`config.mk`:
```
export PLATFORM = sky130hd
export DESIGN_NAME = mem_width_adapter
export DESIGN_NICKNAME = d
export VERILOG_FILES = /design/src/rtl/mwa_pkg.sv /design/src/rtl/mwa_ctrl.sv /design/src/rtl/mwa_datapath.sv /design/src/rtl/mem_width_adapter.sv
export SDC_FILE = /design/constraint.sdc
export NUM_CORES = 1
export LEC_CHECK = 0
export BUFFER_PORTS_ARGS = -buffer_cell sky130_fd_sc_hd__clkbuf_2
export CORE_UTILIZATION = 54
export CTS_BUF_LIST = sky130_fd_sc_hd__clkbuf_4 sky130_fd_sc_hd__clkbuf_8 sky130_fd_sc_hd__clkbuf_16
export DETAILED_ROUTE_END_ITERATION = 10
export PLACE_DENSITY = 0.84
export SKIP_LAST_GASP = 1
export SYNTH_ARGS = -nofsm -noshare
export SYNTH_HDL_FRONTEND = slang
export SYNTH_SLANG_ARGS = --single-unit
export TNS_END_PERCENT = 10
```
`constraint.sdc`:
```
create_clock -name clk -period 3.9 [get_ports clk]
set_input_delay 0.78 -clock clk [delete_from_list [all_inputs] [get_ports clk]]
set_output_delay 0.78 -clock clk [all_outputs]
set_load 0.03 [all_outputs]
```
`src/rtl/mwa_pkg.sv`:
```
package mwa_pkg;

  localparam int DATA_W     = 32;
  localparam int LANES      = DATA_W / 8;
  localparam int LANE_IDX_W = $clog2(LANES);
  localparam int BEAT_CNT_W = LANE_IDX_W + 1;

  localparam logic [1:0] WIDTH_8  = 2'd0;
  localparam logic [1:0] WIDTH_16 = 2'd1;
  localparam logic [1:0] WIDTH_32 = 2'd2;

  typedef enum logic [1:0] {
    XF_IDLE = 2'd0,
    XF_BUSY = 2'd1,
    XF_DONE = 2'd2
  } xferState_t;

  // Strobes from control to datapath.
  typedef struct packed {
    logic start;     // request accepted this cycle
    logic active;    // a bus cycle is being presented
    logic beatDone;  // current bus cycle completes at this edge
  } dpStrobe_t;

  // Size and width codes: 3 folds onto the 32-bit code.
  function automatic logic [1:0] normLog(input logic [1:0] code);
    return (code == 2'd3) ? 2'd2 : code;
  endfunction

  function automatic logic [LANES-1:0] laneMaskOf(input logic [1:0] log2Bytes);
    logic [LANES-1:0] m;
    for (int i = 0; i < LANES; i++) m[i] = (i < (1 << log2Bytes));
    return m;
  endfunction

  function automatic logic [DATA_W-1:0] laneBits(input logic [LANES-1:0] m);
    logic [DATA_W-1:0] b;
    for (int i = 0; i < LANES; i++) b[i*8 +: 8] = {8{m[i]}};
    return b;
  endfunction

endpackage

```
`src/rtl/mwa_ctrl.sv`:
```
module mwa_ctrl
  import mwa_pkg::*;
(
  input  logic                  clk,
  input  logic                  rstN,
  input  logic                  strapPin,
  input  logic                  reqValid,
  input  logic [1:0]            reqSize,
  input  logic                  busReady,
  input  logic                  cfgWrite,
  input  logic [1:0]            cfgWidth,
  input  logic                  cfgSignExt,
  output logic                  busValid,
  output logic                  doneValid,
  output dpStrobe_t             strobe,
  output logic [1:0]            xferWidth,
  output logic [1:0]            xferSize,
  output logic                  xferSignExt,
  output logic [LANE_IDX_W-1:0] beatIdx,
  output logic [1:0]            cfgWidthQ,
  output logic                  cfgSignExtQ,
  output logic                  strapStatus,
  output logic                  fetchBlackout
);

  xferState_t            state;
  logic [1:0]            pendWidth;
  logic                  pendSignExt;
  logic                  pendValid;
  logic                  strapQ1;
  logic                  strapQ2;
  logic [BEAT_CNT_W-1:0] beatsNeeded;
  logic                  lastBeat;
  logic                  handshake;

  always_comb begin
    if (xferSize > xferWidth) beatsNeeded = BEAT_CNT_W'(1) << (xferSize - xferWidth);
    else                      beatsNeeded = BEAT_CNT_W'(1);
  end

  assign lastBeat  = ({1'b0, beatIdx} == (beatsNeeded - BEAT_CNT_W'(1)));
  assign handshake = (state == XF_BUSY) && busReady;

  assign busValid        = (state == XF_BUSY);
  assign doneValid       = (state == XF_DONE);
  assign strobe.start    = (state == XF_IDLE) && reqValid;
  assign strobe.active   = (state == XF_BUSY);
  assign strobe.beatDone = handshake;

  assign strapStatus   = strapQ1;
  assign fetchBlackout = (strapPin != strapQ1) || (strapQ1 != strapQ2);

  always_ff @(posedge clk) begin
    if (!rstN) begin
      state       <= XF_IDLE;
      beatIdx     <= '0;
      xferWidth   <= WIDTH_32;
      xferSize    <= 2'd0;
      xferSignExt <= 1'b0;
      cfgWidthQ   <= strapPin ? WIDTH_16 : WIDTH_32;
      cfgSignExtQ <= 1'b1;
      pendValid   <= 1'b0;
      pendWidth   <= WIDTH_32;
      pendSignExt <= 1'b1;
      strapQ1     <= strapPin;
      strapQ2     <= strapPin;
    end else begin
      strapQ1 <= strapPin;
      strapQ2 <= strapQ1;

      case (state)
        XF_IDLE: begin
          if (reqValid) begin
            state       <= XF_BUSY;
            beatIdx     <= '0;
            xferWidth   <= cfgWidthQ;
            xferSize    <= normLog(reqSize);
            xferSignExt <= cfgSignExtQ;
          end
        end
        XF_BUSY: begin
          if (handshake) begin
            if (lastBeat) state <= XF_DONE;
            else          beatIdx <= beatIdx + LANE_IDX_W'(1);
          end
        end
        XF_DONE: state <= XF_IDLE;
        default: state <= XF_IDLE;
      endcase

      // Control writes land only outside of bus activity.
      if (state == XF_BUSY) begin
        if (cfgWrite) begin
          pendValid   <= 1'b1;
          pendWidth   <= normLog(cfgWidth);
          pendSignExt <= cfgSignExt;
        end
      end else begin
        pendValid <= 1'b0;
        if (cfgWrite) begin
          cfgWidthQ   <= normLog(cfgWidth);
          cfgSignExtQ <= cfgSignExt;
        end else if (pendValid) begin
          cfgWidthQ   <= pendWidth;
          cfgSignExtQ <= pendSignExt;
        end
      end
    end
  end


  done_single_chk: assert property (@(posedge clk) disable iff (!rstN)
    doneValid |=> !doneValid);


  done_after_last_chk: assert property (@(posedge clk) disable iff (!rstN)
    (busValid && busReady && lastBeat) |=> (doneValid && !busValid));


  beat_bound_chk: assert property (@(posedge clk) disable iff (!rstN)
    busValid |-> ({1'b0, beatIdx} < beatsNeeded));


  cfg_hold_chk: assert property (@(posedge clk) disable iff (!rstN)
    (busValid && $past(busValid)) |-> ($stable(cfgWidthQ) && $stable(cfgSignExtQ)));


  blackout_chk: assert property (@(posedge clk) disable iff (!rstN)
    (strapStatus != $past(strapStatus)) |-> fetchBlackout);

endmodule

```
`src/rtl/mwa_datapath.sv`:
```
module mwa_datapath
  import mwa_pkg::*;
#(
  parameter int ADDR_W = 24
) (
  input  logic                  clk,
  input  logic                  rstN,
  input  dpStrobe_t             strobe,
  input  logic [1:0]            xferWidth,
  input  logic [1:0]            xferSize,
  input  logic                  xferSignExt,
  input  logic [LANE_IDX_W-1:0] beatIdx,
  input  logic                  reqWrite,
  input  logic [ADDR_W-1:0]     reqAddr,
  input  logic [DATA_W-1:0]     reqWdata,
  input  logic [DATA_W-1:0]     busRdata,
  output logic [ADDR_W-1:0]     busAddr,
  output logic                  busWrite,
  output logic [LANES-1:0]      busByteEn,
  output logic [DATA_W-1:0]     busWdata,
  output logic [DATA_W-1:0]     doneRdata
);

  logic [ADDR_W-1:0]     addrQ;
  logic                  writeQ;
  logic [DATA_W-1:0]     wdataQ;
  logic [DATA_W-1:0]     acc;
  logic [DATA_W-1:0]     accNext;

  logic                  multiBeat;
  logic [ADDR_W-1:0]     widthMask;
  logic [ADDR_W-1:0]     sizeMask;
  logic [LANES-1:0]      widthLanes;
  logic [LANES-1:0]      sizeLanes;
  logic [LANE_IDX_W-1:0] partOff;
  logic [LANE_IDX_W-1:0] laneOff;

  assign multiBeat  = (xferSize > xferWidth);
  assign widthMask  = ADDR_W'((32'd1 << xferWidth) - 32'd1);
  assign sizeMask   = ADDR_W'((32'd1 << xferSize) - 32'd1);
  assign widthLanes = laneMaskOf(xferWidth);
  assign sizeLanes  = laneMaskOf(xferSize);
  assign partOff    = LANE_IDX_W'(int'(beatIdx) << xferWidth);
  assign laneOff    = addrQ[LANE_IDX_W-1:0] & widthMask[LANE_IDX_W-1:0]
                    & ~sizeMask[LANE_IDX_W-1:0];
  assign busWrite   = writeQ;

  // Bus-side address, lanes and write data for the current cycle.
  always_comb begin
    if (multiBeat) begin
      busAddr   = (addrQ & ~sizeMask) + ADDR_W'(partOff);
      busByteEn = widthLanes;
      busWdata  = (wdataQ >> (int'(partOff) * 8)) & laneBits(widthLanes);
    end else begin
      busAddr   = addrQ & ~widthMask;
      busByteEn = sizeLanes << laneOff;
      busWdata  = (wdataQ & laneBits(sizeLanes)) << (int'(laneOff) * 8);
    end
  end

  // Read merge: wide parts are stacked, a single part is shifted down.
  always_comb begin
    accNext = acc;
    if (multiBeat) begin
      for (int j = 0; j < LANES; j++) begin
        if (widthLanes[j] && ((int'(partOff) + j) < LANES))
          accNext[(int'(partOff) + j) * 8 +: 8] = busRdata[j*8 +: 8];
      end
    end else begin
      accNext = busRdata >> (int'(laneOff) * 8);
    end
  end

  always_ff @(posedge clk) begin
    if (!rstN) begin
      addrQ  <= '0;
      writeQ <= 1'b0;
      wdataQ <= '0;
      acc    <= '0;
    end else if (strobe.start) begin
      addrQ  <= reqAddr;
      writeQ <= reqWrite;
      wdataQ <= reqWdata;
      acc    <= '0;
    end else if (strobe.beatDone && !writeQ) begin
      acc <= accNext;
    end
  end

  always_comb begin
    case (xferSize)
      2'd0:    doneRdata = {{(DATA_W-8){xferSignExt & acc[7]}}, acc[7:0]};
      2'd1:    doneRdata = {{(DATA_W-16){xferSignExt & acc[15]}}, acc[15:0]};
      default: doneRdata = acc;
    endcase
  end


  single_lane_chk: assert property (@(posedge clk) disable iff (!rstN)
    (strobe.active && xferSize == 2'd0) |-> ($countones(busByteEn) == 1));


  addr_step_chk: assert property (@(posedge clk) disable iff (!rstN)
    (strobe.active && $past(strobe.active) && $past(strobe.beatDone))
      |-> (busAddr == $past(busAddr) + ADDR_W'(32'd1 << xferWidth)));

endmodule

```
`src/rtl/mem_width_adapter.sv`:
```
module mem_width_adapter
  import mwa_pkg::*;
#(
  parameter int ADDR_W = 24
) (
  input  logic              clk,
  input  logic              rstN,
  input  logic              strapPin,
  input  logic              reqValid,
  input  logic              reqWrite,
  input  logic [1:0]        reqSize,
  input  logic [ADDR_W-1:0] reqAddr,
  input  logic [31:0]       reqWdata,
  output logic              doneValid,
  output logic [31:0]       doneRdata,
  input  logic              cfgWrite,
  input  logic [1:0]        cfgWidth,
  input  logic              cfgSignExt,
  output logic [1:0]        cfgWidthQ,
  output logic              cfgSignExtQ,
  output logic              strapStatus,
  output logic              fetchBlackout,
  output logic              busValid,
  input  logic              busReady,
  output logic              busWrite,
  output logic [ADDR_W-1:0] busAddr,
  output logic [3:0]        busByteEn,
  output logic [31:0]       busWdata,
  input  logic [31:0]       busRdata
);

  dpStrobe_t             strobe;
  logic [1:0]            xferWidth;
  logic [1:0]            xferSize;
  logic                  xferSignExt;
  logic [LANE_IDX_W-1:0] beatIdx;

  mwa_ctrl u_ctrl (
    .clk           (clk),
    .rstN          (rstN),
    .strapPin      (strapPin),
    .reqValid      (reqValid),
    .reqSize       (reqSize),
    .busReady      (busReady),
    .cfgWrite      (cfgWrite),
    .cfgWidth      (cfgWidth),
    .cfgSignExt    (cfgSignExt),
    .busValid      (busValid),
    .doneValid     (doneValid),
    .strobe        (strobe),
    .xferWidth     (xferWidth),
    .xferSize      (xferSize),
    .xferSignExt   (xferSignExt),
    .beatIdx       (beatIdx),
    .cfgWidthQ     (cfgWidthQ),
    .cfgSignExtQ   (cfgSignExtQ),
    .strapStatus   (strapStatus),
    .fetchBlackout (fetchBlackout)
  );

  mwa_datapath #(.ADDR_W(ADDR_W)) u_dp (
    .clk         (clk),
    .rstN        (rstN),
    .strobe      (strobe),
    .xferWidth   (xferWidth),
    .xferSize    (xferSize),
    .xferSignExt (xferSignExt),
    .beatIdx     (beatIdx),
    .reqWrite    (reqWrite),
    .reqAddr     (reqAddr),
    .reqWdata    (reqWdata),
    .busRdata    (busRdata),
    .busAddr     (busAddr),
    .busWrite    (busWrite),
    .busByteEn   (busByteEn),
    .busWdata    (busWdata),
    .doneRdata   (doneRdata)
  );

endmodule

```
==> impl_metrics.json <==
{
  "slew_headroom": 0.317,
  "synthFlopType": "dfxtp_1",
  "fin_crit_sh": 0.983,
  "cts_tree": "done",
  "worstPathRequired_ns": 3.12,
  "design_area_mm2": 0.00917,
  "synth_area_mm2": 0.00766,
  "synth_xor_area_frac": 0.00915,
  "cts_buffer_depth": 2,
  "synth_edf_count": 2,
  "worst_path_most_repeated_cell": "buf_4",
  "finalSetupViolCount": 0,
  "slowest_stage": "or3b_2",
  "fmax_mhz": 261,
  "maxCapViolCount": 0,
  "ios": 200,
  "top_layer_used": "met4",
  "syn-mean-instance-area_um2": 7.27,
  "arrival_ns": 3.05,
  "netlist_instances": 1053,
  "outcome": "finished, final reports clean",
  "drt-initial-drc-count": 1066,
  "yosys.area_share.simple": 0.271,
  "worst_clock_skew_ns": 0.00931,
  "htreeDepth": 3,
  "finalHoldViolations": 0,
  "async_flop_share": 0,
  "num_rows": 43,
  "period_minus_slack_ns": 3.83,
  "end_kind": "output port",
  "cp_top_family": "simple AND/OR/NAND/NOR gates",
  "routed_via_density": 6.48,
  "ys_ff_latch": 107,
  "synthAdderAreaFrac": 0.0297,
  "grt_setup_unrepaired": "yes",
  "powerDensity_mw_per_mm2": 381,
  "ys_seq_area_frac": 0.282,
  "drt_wl_total_um": 26900,
  "hpwl_um": 19700,
  "portBuffers": 199,
  "vias": 9106,
  "max_stage_delay_ns": 0.57,
  "grt_pass1_vias": 8143,
  "overflow": 0,
  "grt_max_degree": 71,
  "core_area_mm2": 0.0139,
  "antenna_left": 0,
  "die_area_mm2": 0.0147,
  "place.gp.congestion": 0.976,
  "final_net_count": 1338,
  "slew_viol_final": 0,
  "fp.dieW_um": 121,
  "grt_pass1_wl_um": 41400,
  "tns_ns": 0,
  "clkSinkCount": 107,
  "placed_area_mm2": 0.00878,
  "synthMuxAreaShare": 0.0590,
  "clk_latency_ns": 0.37,
  "critical_path_class": "reg2out",
  "numCtsBuffers": 9,
  "hold_class": "reg2reg",
  "synth.yosys.warnings": 0,
  "power_leakage_nw": 3.90,
  "tightest_slew_ns": 1.01,
  "synth_top_family_by_area": "compound AO/OA/AOI/OAI gates",
  "wl_per_cell_um": 19.1,
  "cts_root_buffer": "clkbuf_16",
  "synth_fp_nets": 1170,
  "grt_usage": 0.361,
  "cts_hold_buffers": 0,
  "die_h_um": 121,
  "route.detailed.drc": 0,
  "cp_cell_sequence": "buf_4 -> or3b_2 -> nor2_1 -> fa_1 -> nand3_2 -> nor4_4 -> buf_4 -> nand3b_1 -> nand3_1 -> clkbuf_2",
  "antenna_found_initial": 0,
  "yosysUniqueCellTypes": 72,
  "crit_buf_inv": 3,
  "area_growth_pct": 19.7,
  "diodes": 0,
  "clkTransAtPathRegs_ns": 0.07,
  "synth-compound-area-share": 0.291,
  "worst_setup_path_start_kind": "register",
  "ir_worst_vdd_v": 0.000327,
  "hold-worst-slack_ns": 0.452,
  "drt_pre_antenna_iters": 5,
  "initial_core_util": 0.552,
  "crit_fanout": 12,
  "wl_met1_um": 10700,
  "wl_met2_um": 12300,
  "met3WireLength_um": 2760,
  "drive_above_1_share": 0.247
}
[layout by cell type, fill, tap and decap left out, types with 23 or more instances in the layout]
cell type / netlist / routed
a22oi_1: 39 / 39
inv_1: 24 / 23
nand2_1: 246 / 244
dfxtp_1: 105 / 103
a21oi_1: 125 / 124
nor2_1: 61 / 57
a221oi_1: 27 / 27
clkbuf_2: 0 / 198
buf_4: 9 / 34
o21ai_0: 57 / 57
[logic make-up (layout without fill, tap and decap cells)]
group,after synthesis,count (layout)
XOR/XNOR,8,8
adder cells (fa/ha/maj),17,17
multiplexers,34,34
flip-flops,107,107
buffers and inverters,103,276
AO/OA/AOI/OAI,348,348
AND/OR/NAND/NOR,436,436
[per-stage QoR]
stage	setup WS, ns	total power, W	util	cells
5_1_grt	-0.0548	0.00364	0.660	1406
3_5_place_dp	0.265	0.00256	0.633	1387
6_report	0.0678	0.00349	0.660	1406
4_1_cts	-0.0821	0.00346	0.654	1404
2_1_floorplan	0.0652	0.00215	-	1053
3_3_place_gp	0.331	0.00254	0.633	1387
[worst paths after layout]
kind	from	end	slack, ns	depth (start not counted)
hold reg to reg	u_dp.acc[6]	u_dp.acc[6]	0.45	2
setup reg to reg	u_ctrl.beatIdx[0]	u_dp.acc[17]	0.47	10
setup / recovery	u_ctrl.xferSize[1]	busAddr[18]	0.07	10
hold / removal	u_dp.acc[6]	u_dp.acc[6]	0.45	2
[synth_stat cells, types with 12 or more instances]
cell        n  area [um^2]
a31oi_1    15         93.8
mux2i_1    17          170
nand2_1   246          923
o21ai_0    57          285
o22ai_1    12         75.1
nand3b_1   12         90.1
nand3_1    21          105
a22oi_1    39          293
a21oi_1   125          626
nor2_1     61          229
a221oi_1   27          236
nor3_1     17         85.1
clkbuf_1   44          165
inv_1      24         90.1
a21o_1     14          105
ha_1       15          188
dfxtp_1   105         2100
[registers in the layout, summed over array words and instances, names as in the netlist, 2 cells and up]
signal / cells
u_dp.acc: 32
u_dp.wdataQ: 32
u_dp.addrQ: 24
u_ctrl.beatIdx: 2
u_ctrl.cfgWidthQ: 2
u_ctrl.pendWidth: 2
u_ctrl.state: 2
u_ctrl.xferSize: 2
u_ctrl.xferWidth: 2
[layout make-up]
class,instances,area [um^2]
fillers,1283,4710
well taps,180,225
inverters,28,106
clock inverters,4,31.3
flip-flops and latches,107,2170
repair buffers,232,1250
multi-input cells,843,5130
clock buffers,12,260
[worst reg2reg max path, delay by kind of cell, from the launching register on]
family,cells,cell delay [ns]
adders and majority gates,1,0.33
muxes,1,0.19
AOI/OAI and AO/OA,2,0.30
buffers and inverters,2,0.46
DFF,1,0.56
and+or+nand+nor,4,1.53
[routing by layer]
| layer | vias up | global-route usage |
|---|---|---|
| li1 | 4170 | - |
| met1 | 4184 | 0.467 |
| met2 | 643 | 0.576 |
| met3 | 109 | 0.0611 |
| met4 | 0 | 0.188 |
| met5 | - | 0 |
[timing repair]
item / CTS / global route
resized for setup: 0 / 20
setup buffers: 1 / 2
pin swaps: 2 / 4
endpoints found under the setup margin: 14 / 42
[power by group]
group | total, W | internal, W | switching [W] | leakage [nW]
combinational | 0.00128 | 0.000423 | 0.000861 | 2.87
sequential | 0.00129 | 0.00118 | 0.000112 | 0.880
clock | 0.000913 | 0.000482 | 0.000431 | 0.147
(Power assumes the default switching activity.)
